File: config.mk
export PLATFORM = sky130hd
export DESIGN_NAME = guard_clear_unit
export DESIGN_NICKNAME = d
export VERILOG_FILES = /design/src/rtl/trapret_pkg.sv /design/src/rtl/tr_target_rule.sv /design/src/rtl/tr_sup_rule.sv /design/src/rtl/guard_clear_unit.sv
export SDC_FILE = /design/constraint.sdc
export NUM_CORES = 1
export LEC_CHECK = 0
export BUFFER_PORTS_ARGS = -buffer_cell sky130_fd_sc_hd__buf_2
export CAP_MARGIN = 25
export CELL_PAD_IN_SITES_DETAIL_PLACEMENT = 1
export CELL_PAD_IN_SITES_GLOBAL_PLACEMENT = 1
export CORE_AREA = 2 2 39 41
export DETAILED_ROUTE_END_ITERATION = 6
export DIE_AREA = 0 0 41 43
export PLACE_DENSITY_LB_ADDON = 0.1
export SETUP_SLACK_MARGIN = 0.2
export SYNTH_ARGS = -nofsm -noshare
export SYNTH_HDL_FRONTEND = slang
export SYNTH_HIERARCHICAL = 1
export SYNTH_SLANG_ARGS = --single-unit
export TNS_END_PERCENT = 50
File: constraint.sdc
create_clock -name clk -period 2.1 [get_ports clk]
set_input_delay 0.315 -clock clk [delete_from_list [all_inputs] [get_ports clk]]
set_output_delay 0.315 -clock clk [all_outputs]
set_load 0.02 [all_outputs]
File: src/rtl/trapret_pkg.sv
package trapret_pkg;

    typedef enum logic [1:0] {
        RET_NONE = 2'd0,
        RET_MACH = 2'd1,
        RET_SUP  = 2'd2,
        RET_DBG  = 2'd3
    } ret_kind_e;

    localparam int PRIV_USER = 0;
    localparam int PRIV_SUP  = 1;
    localparam int PRIV_MACH = 3;

    typedef struct packed {
        logic mach;
        logic vsup;
    } clr_t;

endpackage

File: src/rtl/tr_target_rule.sv
// Guard clearing rule shared by machine and debug returns: the clear
// depends only on the target privilege and virtualization.
module tr_target_rule
    import trapret_pkg::*;
#(
    parameter int PRIV_W = 2
) (
    input  logic [PRIV_W-1:0] tgt_priv,
    input  logic              tgt_virt,
    output logic              clr_mach,
    output logic              clr_vsup
);
    logic to_user;

    always_comb begin
        to_user  = (tgt_priv == PRIV_W'(PRIV_USER));
        clr_mach = to_user || tgt_virt;
        clr_vsup = to_user && tgt_virt;
    end

endmodule

File: src/rtl/tr_sup_rule.sv
// Guard clearing rule for a supervisor return.
module tr_sup_rule
    import trapret_pkg::*;
#(
    parameter int PRIV_W = 2
) (
    input  logic [PRIV_W-1:0] cur_priv,
    input  logic              cur_virt,
    input  logic [PRIV_W-1:0] tgt_priv,
    input  logic              tgt_virt,
    output logic              clr_mach,
    output logic              clr_vsup
);
    logic at_sup;
    logic to_vuser;

    always_comb begin
        at_sup   = (cur_priv == PRIV_W'(PRIV_SUP));
        to_vuser = (tgt_priv == PRIV_W'(PRIV_USER)) && tgt_virt;
        clr_mach = 1'b0;
        clr_vsup = 1'b0;
        if (at_sup) begin
            if (cur_virt) begin
                // the written status view is the virtual one
                clr_vsup = 1'b1;
            end else begin
                clr_mach = 1'b1;
                clr_vsup = to_vuser;
            end
        end
    end

endmodule

File: src/rtl/guard_clear_unit.sv
module guard_clear_unit
    import trapret_pkg::*;
#(
    parameter int PRIV_W = 2
) (
    input  logic              clk,
    input  logic              rst_n,
    input  logic [1:0]        ret_kind,
    input  logic [PRIV_W-1:0] cur_priv,
    input  logic              cur_virt,
    input  logic [PRIV_W-1:0] saved_priv,
    input  logic              saved_virt,
    input  logic [PRIV_W-1:0] dbg_priv,
    input  logic              dbg_virt,
    output logic              clr_mach_o,
    output logic              clr_vsup_o
);
    // target sources: index 0 = saved status fields, 1 = debug control
    localparam int N_SRC   = 2;
    localparam int SRC_SAV = 0;
    localparam int SRC_DBG = 1;

    logic [N_SRC-1:0][PRIV_W-1:0] src_priv;
    logic [N_SRC-1:0]             src_virt;
    logic [N_SRC-1:0]             src_cm;
    logic [N_SRC-1:0]             src_cv;
    logic                         sup_cm;
    logic                         sup_cv;
    clr_t                         clr_d;
    clr_t                         clr_q;
    ret_kind_e                    kind;

    assign src_priv[SRC_SAV] = saved_priv;
    assign src_virt[SRC_SAV] = saved_virt;
    assign src_priv[SRC_DBG] = dbg_priv;
    assign src_virt[SRC_DBG] = dbg_virt;

    for (genvar g = 0; g < N_SRC; g++) begin : g_src
        tr_target_rule #(.PRIV_W(PRIV_W)) u_rule (
            .tgt_priv (src_priv[g]),
            .tgt_virt (src_virt[g]),
            .clr_mach (src_cm[g]),
            .clr_vsup (src_cv[g])
        );
    end

    tr_sup_rule #(.PRIV_W(PRIV_W)) u_sup (
        .cur_priv (cur_priv),
        .cur_virt (cur_virt),
        .tgt_priv (saved_priv),
        .tgt_virt (saved_virt),
        .clr_mach (sup_cm),
        .clr_vsup (sup_cv)
    );

    always_comb begin
        kind  = ret_kind_e'(ret_kind);
        clr_d = '0;
        unique case (kind)
            RET_MACH: begin
                clr_d.mach = src_cm[SRC_SAV];
                clr_d.vsup = src_cv[SRC_SAV];
            end
            RET_DBG: begin
                clr_d.mach = src_cm[SRC_DBG];
                clr_d.vsup = src_cv[SRC_DBG];
            end
            RET_SUP: begin
                clr_d.mach = sup_cm;
                clr_d.vsup = sup_cv;
            end
            default: clr_d = '0;
        endcase
    end

    always_ff @(posedge clk) begin
        if (!rst_n) clr_q <= '0;
        else        clr_q <= clr_d;
    end

    assign clr_mach_o = clr_q.mach;
    assign clr_vsup_o = clr_q.vsup;

endmodule

# Word-level counts from Yosys, hierarchy flattened
# Index checks and enable logic that the tools add are counted.
totals:
  ff_bits: 2
  latchBits: 0
  ramBits: 0
  rom_bits: 0
  inputBits: 13
  output_inout_bits: 2
  elab_cells: 17
  memories: 0
classes:
  add_sub_neg: 0
  multipliers: 0
  div: 0
  order_cmp: 0
  eq_ne: 4
  shift: 0
  n_mux: 5
  bitwise_logic: 0
  reduce_logical: 6
ops:
  columns: ["cell", "n"]
  rows:
  - ["case mux 2 bit (3 select lines)", 1]
  - ["== test 2 x 1 -> 1 bit, second input constant", 2]
  - ["== test 2 bit, second input constant", 2]
  - ["logical NOT 2 bit", 2]
  - ["2-to-1 mux 1 bit", 4]
  - ["logical AND 1 bit", 2]
  - ["logical OR 1 bit", 2]

# Logic depth before layout (Yosys ltp)
# Gate-level depths: netlist (run 1).
logic_depth:
  word_depth: 5
  mapped_depth: 4
  depth_no_buf: 4

# Modules after synthesis
# The synthesis (run 1) kept the hierarchy.
modules_own_cells:
  columns: ["module", "instances", "cells_each", "area_each_um2"]
  rows:
  - ["guard_clear_unit", 1, 9, 88.8]
  - ["tr_target_rule", 2, 2, 20.0]
  - ["tr_sup_rule", 1, 5, 27.5]

# Least setup slack after synthesis (run 1)
# OpenSTA, ideal clock, no wires.
synth_path:
  path_kind: "input-to-reg"
  from: "in saved_priv[1]"
  to: "reg clr_q (netlist bit clr_vsup_o)"
  setup_time_ns: 0.086
  arrival_ns: 1.051
  t_required_ns: 2.014
  slack_ns: 0.964
  cell_stages: 4
  path_cell_list: "or3b_1 a21oi_1 a21oi_1 a211oi_1"
synth_between:
  elab_chain_cells: 5
synth_lines:
  columns: ["element", "line_no", "text"]
  rows:
  - ["from (decl)", "guard_clear_unit.sv:11", "input logic [PRIV_W-1:0] saved_priv,"]
  - ["logical NOT 2 bit", "tr_sup_rule.sv:19", "to_vuser = (tgt_priv == PRIV_W'(PRIV_USER)) && tgt_virt;"]
  - ["logical AND 1 bit", "tr_sup_rule.sv:19", null]
  - ["2-to-1 mux 1 bit", "tr_sup_rule.sv:23", "if (cur_virt) begin"]
  - ["2-to-1 mux 1 bit", "tr_sup_rule.sv:22", "if (at_sup) begin"]
  - ["named net sup_cv", "guard_clear_unit.sv:28", "logic sup_cv;"]
  - ["case mux 2 bit (3 select lines)", "guard_clear_unit.sv:59", "unique case (kind)"]
  - ["to (signal assigned)", "guard_clear_unit.sv:78", "else clr_q <= clr_d;"]
  - ["to (decl)", "guard_clear_unit.sv:30", "clr_t clr_q;"]
# The timed path passes the listed nets, and every way through them passes these cells.
# A chain may end at the register's enable or synchronous reset.

# Worst setup path in the final report (run 1)
# Same ends and word-level chain as after synthesis.

==> results of run 1 <==
## cells by family after synthesis
family	Yosys count	synth area share (%)
buffers and inverters	2	4.80
DFF	2	25.6
AOI/OAI and AO/OA	7	28.8
muxes	2	12.8
and+or+nand+nor	5	28.0
## critical path, stage by stage
cell	delay [ns]
buf_2	0.11
or3b_1	0.39
a21oi_1	0.15
a21oi_1	0.08
a211oi_1	0.21
## worst max-delay path by stage
| stage | to | slack, ns |
|---|---|---|
| global placement | clr_vsup_o$_SDFF_PN0_ | 0.76 |
| finish | clr_vsup_o$_SDFF_PN0_ | 0.97 |
| global route | clr_vsup_o$_SDFF_PN0_ | 0.93 |
| detailed placement | clr_vsup_o$_SDFF_PN0_ | 0.72 |
| floorplan | clr_vsup_o$_SDFF_PN0_ | 0.96 |
| CTS | clr_vsup_o$_SDFF_PN0_ | 0.95 |
## routing by layer
metal  vias to the layer above  global-route usage [%]
li1                        102                       -
met1                        94                    6.67
met2                         8                    9.38
met3                         0                    3.14
met4                         0                    6.00
met5                         -                       0
## Yosys cell counts
library cell  n
nor3b_2       2
dfxtp_1       2
nor2_1        1
mux2i_1       2
o21bai_1      2
or3b_1        1
a211oi_1      2
inv_1         2
nand2b_1      1
a21oi_1       3
## sequential cells by signal, indices dropped and copies added, names as in the netlist
name / cells
clr_mach_o: 1
clr_vsup_o: 1
## area by class of cell
type | instances | area [um2]
inverter | 2 | 7.51
sequential | 2 | 40.0
clock buffer | 3 | 22.5
timing repair buffer | 14 | 70.1
tap | 16 | 20.0
multi-input combinational | 14 | 109
fill | 177 | 1110
## per-stage QoR
| stage | hold slack, ns | cell area, um2 | util (%) | power, mW |
|---|---|---|---|---|
| floorplan | 0.407 | 156 | - | 0.0561 |
| global placement | 0.546 | 246 | 17.8 | 0.0743 |
| detailed placement | 0.556 | 246 | 17.8 | 0.0756 |
| CTS | 0.322 | 269 | 19.4 | 0.162 |
| global route | 0.331 | 269 | 19.4 | 0.173 |
| finish | 0.331 | 269 | 19.4 | 0.156 |
## power by group through the flow
stage          Combinational [mW]  Sequential, mW  Clock [mW]
2_1_floorplan              0.0115          0.0446           0
4_1_cts                    0.0339          0.0412      0.0870
3_3_place_gp               0.0328          0.0415           0
3_5_place_dp               0.0339          0.0417           0
5_1_grt                    0.0375          0.0413      0.0940
6_report                   0.0332          0.0412      0.0815
==> flow_summary.yaml, run 1 <==
outcome:
  outcome: "completed"
synthesis:
  synth_cells: 18
  synth_area_leaders: "dfxtp_1 (26%), nor3b_2 (16%), mux2i_1 (13%)"
  synth.top_cell.area_share_pct: 25.6
  yosysTopAreaCell: "dfxtp_1"
  yosysSeqAreaShare_pct: 25.6
  yosysUniqueCellTypes: 10
  avgSynthCellArea_um2: 8.69
  synthesis.area_um2: 156
  syn-num-nets: 31
  ys_ff_latch: 2
  ys.warnings.count: 6
min_path:
  min_from: "ret_kind[0]"
  hp-class: "input port to flop"
  min_path_cells: 2
  holdPathEnd: "clr_mach_o$_SDFF_PN0_"
clock_network:
  cts.sinks: 2
  clk_pin_slew_ns: 0.03
  cts_max_path_buffers: 2
  cts_resized: 0
  clockRootBuffer: "clkbuf_4"
  cts_tree: "yes"
  htreeDepth: 1
  cts_buffers: 3
  post_cts_buffers: 0
  cts_hold_repair.buffers: 0
timing:
  rsz0062_at_grt: "false"
  fmax_mhz: 884
  finalCriticalPeriod_ns: 1.13
  fin_ws_ns: 0.968
  finalMaxSlewViolations: 0
  setup_violations: 0
  final-hold-violation-count: 0
  maxSlewHeadroom_pct: 86.9
  finalSetupTns_ns: 0
  worstMarginPinSlew_ns: 0.196
  period_share_pct: 53.9
place:
  port_buffers: 14
  routabilityCongestion: 0.569
  dp_hpwl_um: 427
  place_ws_ns: 0.724
  placed_cells: 48
setup_path:
  critical_path.endpoint_type: "flop"
  required_ns: 2.23
  critPathMaxFanout: 3
  crit_path_start_kind: "input port"
  cp.arrival_ns: 1.26
  worstSetupPathType: "input port to flop"
  critPathLaunch: "saved_priv[1]"
die:
  die_w_um: 41
  die_y_um: 43
  ios: 15
  initial_core_util_pct: 11.3
  die_area_um2: 1760
  core-area_um2: 1380
  rows: 14
global_routing:
  antenna_found_initial: 0
  grt_pass1_wl_um: 745
  grt_use_total_pct: 6.60
  grt_max_degree: 5
  grt_overflow: 0
  grt_pass1_vias: 211
routing:
  drc: 0
  met1_length_um: 167
  wl_per_cell_um: 8.90
  final_antenna_net_count: 0
  first_iter_violations: 0
  first_pass_iters: 1
  wl_met3_um: 46
  via_per_inst: 4.00
  num_vias: 204
  highest_layer: "met3"
  route.met2.wl_um: 240
  wl_um: 454
pwr:
  p_comb_share_pct: 21.3
  power.leakage_nw: 0.135
  pwr-share-seq_pct: 26.4
  power.share.clock_pct: 52.3
  power.density_nw_per_um2: 580
  p_switching_mw: 0.0353
  sw_frac_of_total_pct: 22.6
  intPower_mw: 0.121
  vdd_ir_drop_max_mv: 0.0830
finish:
  drive_above_1_share_pct: 54.3
  final_common_cell: "buf_2"
  layout_common_cells: "buf_2 (14), a21oi_1 (3), clkbuf_4 (3)"
  nets: 50
  instances_no_fill: 51
  area_delta_synth_final_pct: 72.0
  antennaDiodeCount: 0
job:
  maxCapViolCount: 0
(Power assumes the default switching activity.)
==> run 2: changes to the inputs <==
==> constraint.sdc (replaced) <==
create_clock -name clk -period 1 [get_ports clk]
set_input_delay 0.15 -clock clk [delete_from_list [all_inputs] [get_ports clk]]
set_output_delay 0.15 -clock clk [all_outputs]
set_load 0.02 [all_outputs]
==> flow_summary.yaml, run 2 (synthesis gave the netlist of run 1 again) <==
outcome:
  outcome: "completed"
setup_path:
  critical_path.endpoint_type: "flop"
  worstSetupPathType: "input port to flop"
  crit_path_start_kind: "input port"
  cp.arrival_ns: 1.02
  critPathMaxFanout: 2
  required_ns: 1.13
timing:
  finalMaxSlewViolations: 0
  period_share_pct: 88.5
  maxSlewHeadroom_pct: 86.5
  rsz0062_at_grt: "true"
  final-hold-violation-count: 0
  worstMarginPinSlew_ns: 0.196
  worst_hold_slack_ns: 0.181
  finalCriticalPeriod_ns: 0.885
  fmax_mhz: 1130
  setup_violations: 0
finish:
  final_common_cell: "buf_2"
  fill_cells: 175
  multi_input_area_um2: 124
  instances_no_fill: 55
  antennaDiodeCount: 0
  layout_common_cells: "buf_2 (13), buf_4 (4), clkbuf_4 (3)"
  nets: 54
  area_delta_synth_final_pct: 105
  regArea_um2: 40.0
  drive_above_1_share_pct: 69.2
routing:
  wl_um: 535
  first_iter_violations: 1
  drc: 0
  wl_per_cell_um: 9.73
  via_per_inst: 3.95
  num_vias: 217
  final_antenna_net_count: 0
  first_pass_iters: 2
pwr:
  power.density_nw_per_um2: 1080
  power_mw: 0.346
  vdd_ir_drop_max_mv: 0.169
  power.leakage_nw: 0.158
job:
  maxCapViolCount: 0
die:
  die_w_um: 41
  rows: 14
  die_area_um2: 1760
  core-area_um2: 1380
  die_y_um: 43
  ios: 15
  initial_core_util_pct: 11.3
global_routing:
  grt_overflow: 0
  antenna_found_initial: 0
  grt_pass1_vias: 226
  grt_max_degree: 5
  grt_use_total_pct: 7.31
  grt_pass1_wl_um: 828
clock_network:
  cts_tree: "yes"
  htreeDepth: 1
  cts_max_path_buffers: 2
  cts.sinks: 2
  cts_buffers: 3
  clockRootBuffer: "clkbuf_4"
  clk_pin_slew_ns: 0.03
min_path:
  min_path_cells: 2
  holdPathEnd: "clr_mach_o$_SDFF_PN0_"
  min_from: "ret_kind[0]"
  hp-class: "input port to flop"
place:
  routabilityCongestion: 0.552
  placed_cells: 51
  port_buffers: 14
==> run 2: through the flow <==
step | utilization [%] | cell area [um2] | setup WS (ns) | TNS, ns
floorplan | - | 156 | 0.0876 | 0
global placement | 19.4 | 269 | -0.0764 | -0.0764
detailed placement | 19.4 | 269 | -0.184 | -0.184
CTS | 21.7 | 300 | 0.0609 | 0
global route | 23.1 | 320 | 0.0776 | 0
finish | 23.1 | 320 | 0.115 | 0
==> run 2: report_power, final <==
group	switching, mW	leakage, nW	internal, mW
Sequential	0.000930	0.0166	0.0853
Combinational	0.0414	0.128	0.0514
Clock	0.0358	0.0138	0.131
Total	0.0781	0.158	0.268
==> run 2: worst max-delay path by stage <==
stage | cells past startpoint | start | slack (ns) | end
2_1_floorplan | 4 | saved_priv[1] | 0.09 | clr_vsup_o$_SDFF_PN0_
3_3_place_gp | 5 | saved_priv[1] | -0.08 | clr_vsup_o$_SDFF_PN0_
3_5_place_dp | 5 | saved_priv[1] | -0.18 | clr_vsup_o$_SDFF_PN0_
4_1_cts | 5 | saved_priv[1] | 0.06 | clr_vsup_o$_SDFF_PN0_
5_1_grt | 5 | saved_priv[0] | 0.08 | clr_vsup_o$_SDFF_PN0_
6_report | 5 | saved_priv[0] | 0.12 | clr_vsup_o$_SDFF_PN0_
==> run 2: layout make-up <==
| cell class | count | area share, % |
|---|---|---|
| inverter | 2 | 2.34 |
| clock buffer | 3 | 7.03 |
| timing repair buffer | 18 | 33.2 |
| multi-input combinational | 14 | 38.7 |
| tap | 16 | 6.25 |
| sequential | 2 | 12.5 |
==> run 2: worst max-delay path, cell delays in order <==
cell	delay, ns
buf_6	0.09
or3b_4	0.38
a21oi_2	0.17
a21oi_2	0.07
a211oi_2	0.15
==> run 2: per-layer routing <==
layer | share of wire [%] | track usage (%) | wire length, um
met2 | 57 | 12.2 | 305
met5 | 0 | 0 | 0
met1 | 33 | 7.01 | 177
met4 | 0 | 6.00 | 0
met3 | 9.9 | 1.57 | 53
==> run 2: what timing repair did <==
action	CTS	global route
setup buffers	0	1
pin swaps	1	4
hold buffers	0	0
endpoints found under the setup margin	3	3
gates resized for setup	2	3
==> run 3: changes to the inputs <==
--- a/config.mk
+++ b/config.mk
@@ -7,12 +7,9 @@
 export LEC_CHECK = 0
 export BUFFER_PORTS_ARGS = -buffer_cell sky130_fd_sc_hd__buf_2
 export CAP_MARGIN = 25
-export CELL_PAD_IN_SITES_DETAIL_PLACEMENT = 1
-export CELL_PAD_IN_SITES_GLOBAL_PLACEMENT = 1
 export CORE_AREA = 2 2 39 41
 export DETAILED_ROUTE_END_ITERATION = 6
 export DIE_AREA = 0 0 41 43
-export PLACE_DENSITY_LB_ADDON = 0.1
 export SETUP_SLACK_MARGIN = 0.2
 export SYNTH_ARGS = -nofsm -noshare
 export SYNTH_HDL_FRONTEND = slang
==> flow_summary.yaml, run 3 (synthesis gave the netlist of run 1 again) <==
global_routing:
  busiest_layer: "met2"
  grt_pass1_wl_um: 690
  globalRouteMet2Util_pct: 10.6
  antenna_found_initial: 0
  grt_max_degree: 5
  grt_pass1_vias: 224
  grt_use_total_pct: 5.69
  grt_overflow: 0
  met1_usage_pct: 4.11
  gr-usage-met3_pct: 2.09
timing:
  fmax_mhz: 1190
  worstMarginPinSlew_ns: 0.181
  finalMaxSlewViolations: 0
  worst_hold_slack_ns: 0.160
  finalSetupTns_ns: 0
  finalCriticalPeriod_ns: 0.842
  setup_violations: 0
  final-hold-violation-count: 0
  fin_ws_ns: 0.158
  period_share_pct: 84.2
  maxSlewHeadroom_pct: 87.6
  rsz0062_at_grt: "true"
finish:
  drive_above_1_share_pct: 63.2
  layout_common_cells: "buf_2 (14), clkbuf_4 (3), buf_4 (3)"
  final_common_cell: "buf_2"
  design_area_um2: 300
  antennaDiodeCount: 0
  area_delta_synth_final_pct: 92.0
  instances_no_fill: 54
  nets: 53
  final_core_util_pct: 21.7
die:
  rows: 14
  die_y_um: 43
  initial_core_util_pct: 11.3
  die_w_um: 41
  ios: 15
  die_area_um2: 1760
  core-area_um2: 1380
pwr:
  pwr-share-seq_pct: 24.9
  p_switching_mw: 0.0836
  power.density_nw_per_um2: 1150
  intPower_mw: 0.262
  sw_frac_of_total_pct: 24.2
  power.share.clock_pct: 51.5
  p_comb_share_pct: 23.6
  power_mw: 0.346
  power.leakage_nw: 0.151
  vdd_ir_drop_max_mv: 0.228
place:
  place_ws_ns: -0.147
  port_buffers: 14
  dp_hpwl_um: 363
  routabilityCongestion: 0.645
  dpl_cell_area_um2: 269
  placed_cells: 51
setup_path:
  required_ns: 1.14
  cp.arrival_ns: 0.98
  crit_slowest_cell: "or3b_1"
  crit_path_start_kind: "input port"
  critPathMaxFanout: 2
  critical_path.endpoint_type: "flop"
  max_stage_delay_ns: 0.38
  crit_chain: "buf_2 > or3b_1 > a21oi_2 > a21oi_1 > a211oi_2"
  worstSetupPathType: "input port to flop"
outcome:
  outcome: "completed"
clock_network:
  cts.sinks: 2
  cts_hold_repair.buffers: 0
  clk_pin_slew_ns: 0.03
  cts_buffers: 3
  htreeDepth: 1
  cts_max_path_buffers: 2
  cts_tree: "yes"
  clockRootBuffer: "clkbuf_4"
  post_cts_buffers: 0
job:
  maxCapViolCount: 0
routing:
  final_antenna_net_count: 0
  first_pass_iters: 2
  wl_um: 437
  wl_per_cell_um: 8.09
  num_vias: 209
  via_per_inst: 3.87
  drc: 0
  first_iter_violations: 2
min_path:
  hp-class: "input port to flop"
==> run 3: cell count changes in the layout (fill, tap and decap cells not counted) <==
cell,previous run,this run
a21oi_1,1,2
a21oi_2,2,1
buf_2,13,14
buf_4,4,3
buf_6,1,0
or3b_1,0,1
or3b_4,1,0
==> run 3: repair_timing <==
item	CTS	global route
setup endpoints to repair	3	3
gates resized for setup	1	1
gates cloned	0	0
==> run 3: path summary, 6_finish.rpt <==
| check | startpoint | slack [ns] | end | cells past startpoint |
|---|---|---|---|---|
| hold / removal | ret_kind[0] | 0.16 | clr_vsup_o$_SDFF_PN0_ | 2 |
| setup / recovery | saved_priv[1] | 0.16 | clr_vsup_o$_SDFF_PN0_ | 5 |
==> run 3: power by group through the flow <==
stage	clock network (mW)	registers (mW)	logic, mW
4_1_cts	0.188	0.0862	0.0804
5_1_grt	0.185	0.0870	0.0907
2_1_floorplan	0	0.0937	0.0242
6_report	0.178	0.0861	0.0817
3_5_place_dp	0	0.0872	0.0783
3_3_place_gp	0	0.0869	0.0765
==> run 3: final cells by class <==
cell class                 count  area (um2)
multi-input combinational     14         118
tap                           16        20.0
inverter                       2        7.51
sequential                     2        40.0
timing repair buffer          17        92.6
clock buffer                   3        22.5
fill                         155        1080
==> run 3: critical path, delay by kind of cell <==
family,cells,cell delay (ns)
compound gates,3,0.35
buf+inv,1,0.10
simple gates,1,0.38
==> run 3: layer usage <==
metal / vias up / wire length [um] / part of all wire, %
met4: 0 / 0 / 0
met2: 10 / 227 / 52
met3: 0 / 44 / 10
met1: 92 / 165 / 38
li1: 107 / - / -
met5: - / 0 / 0
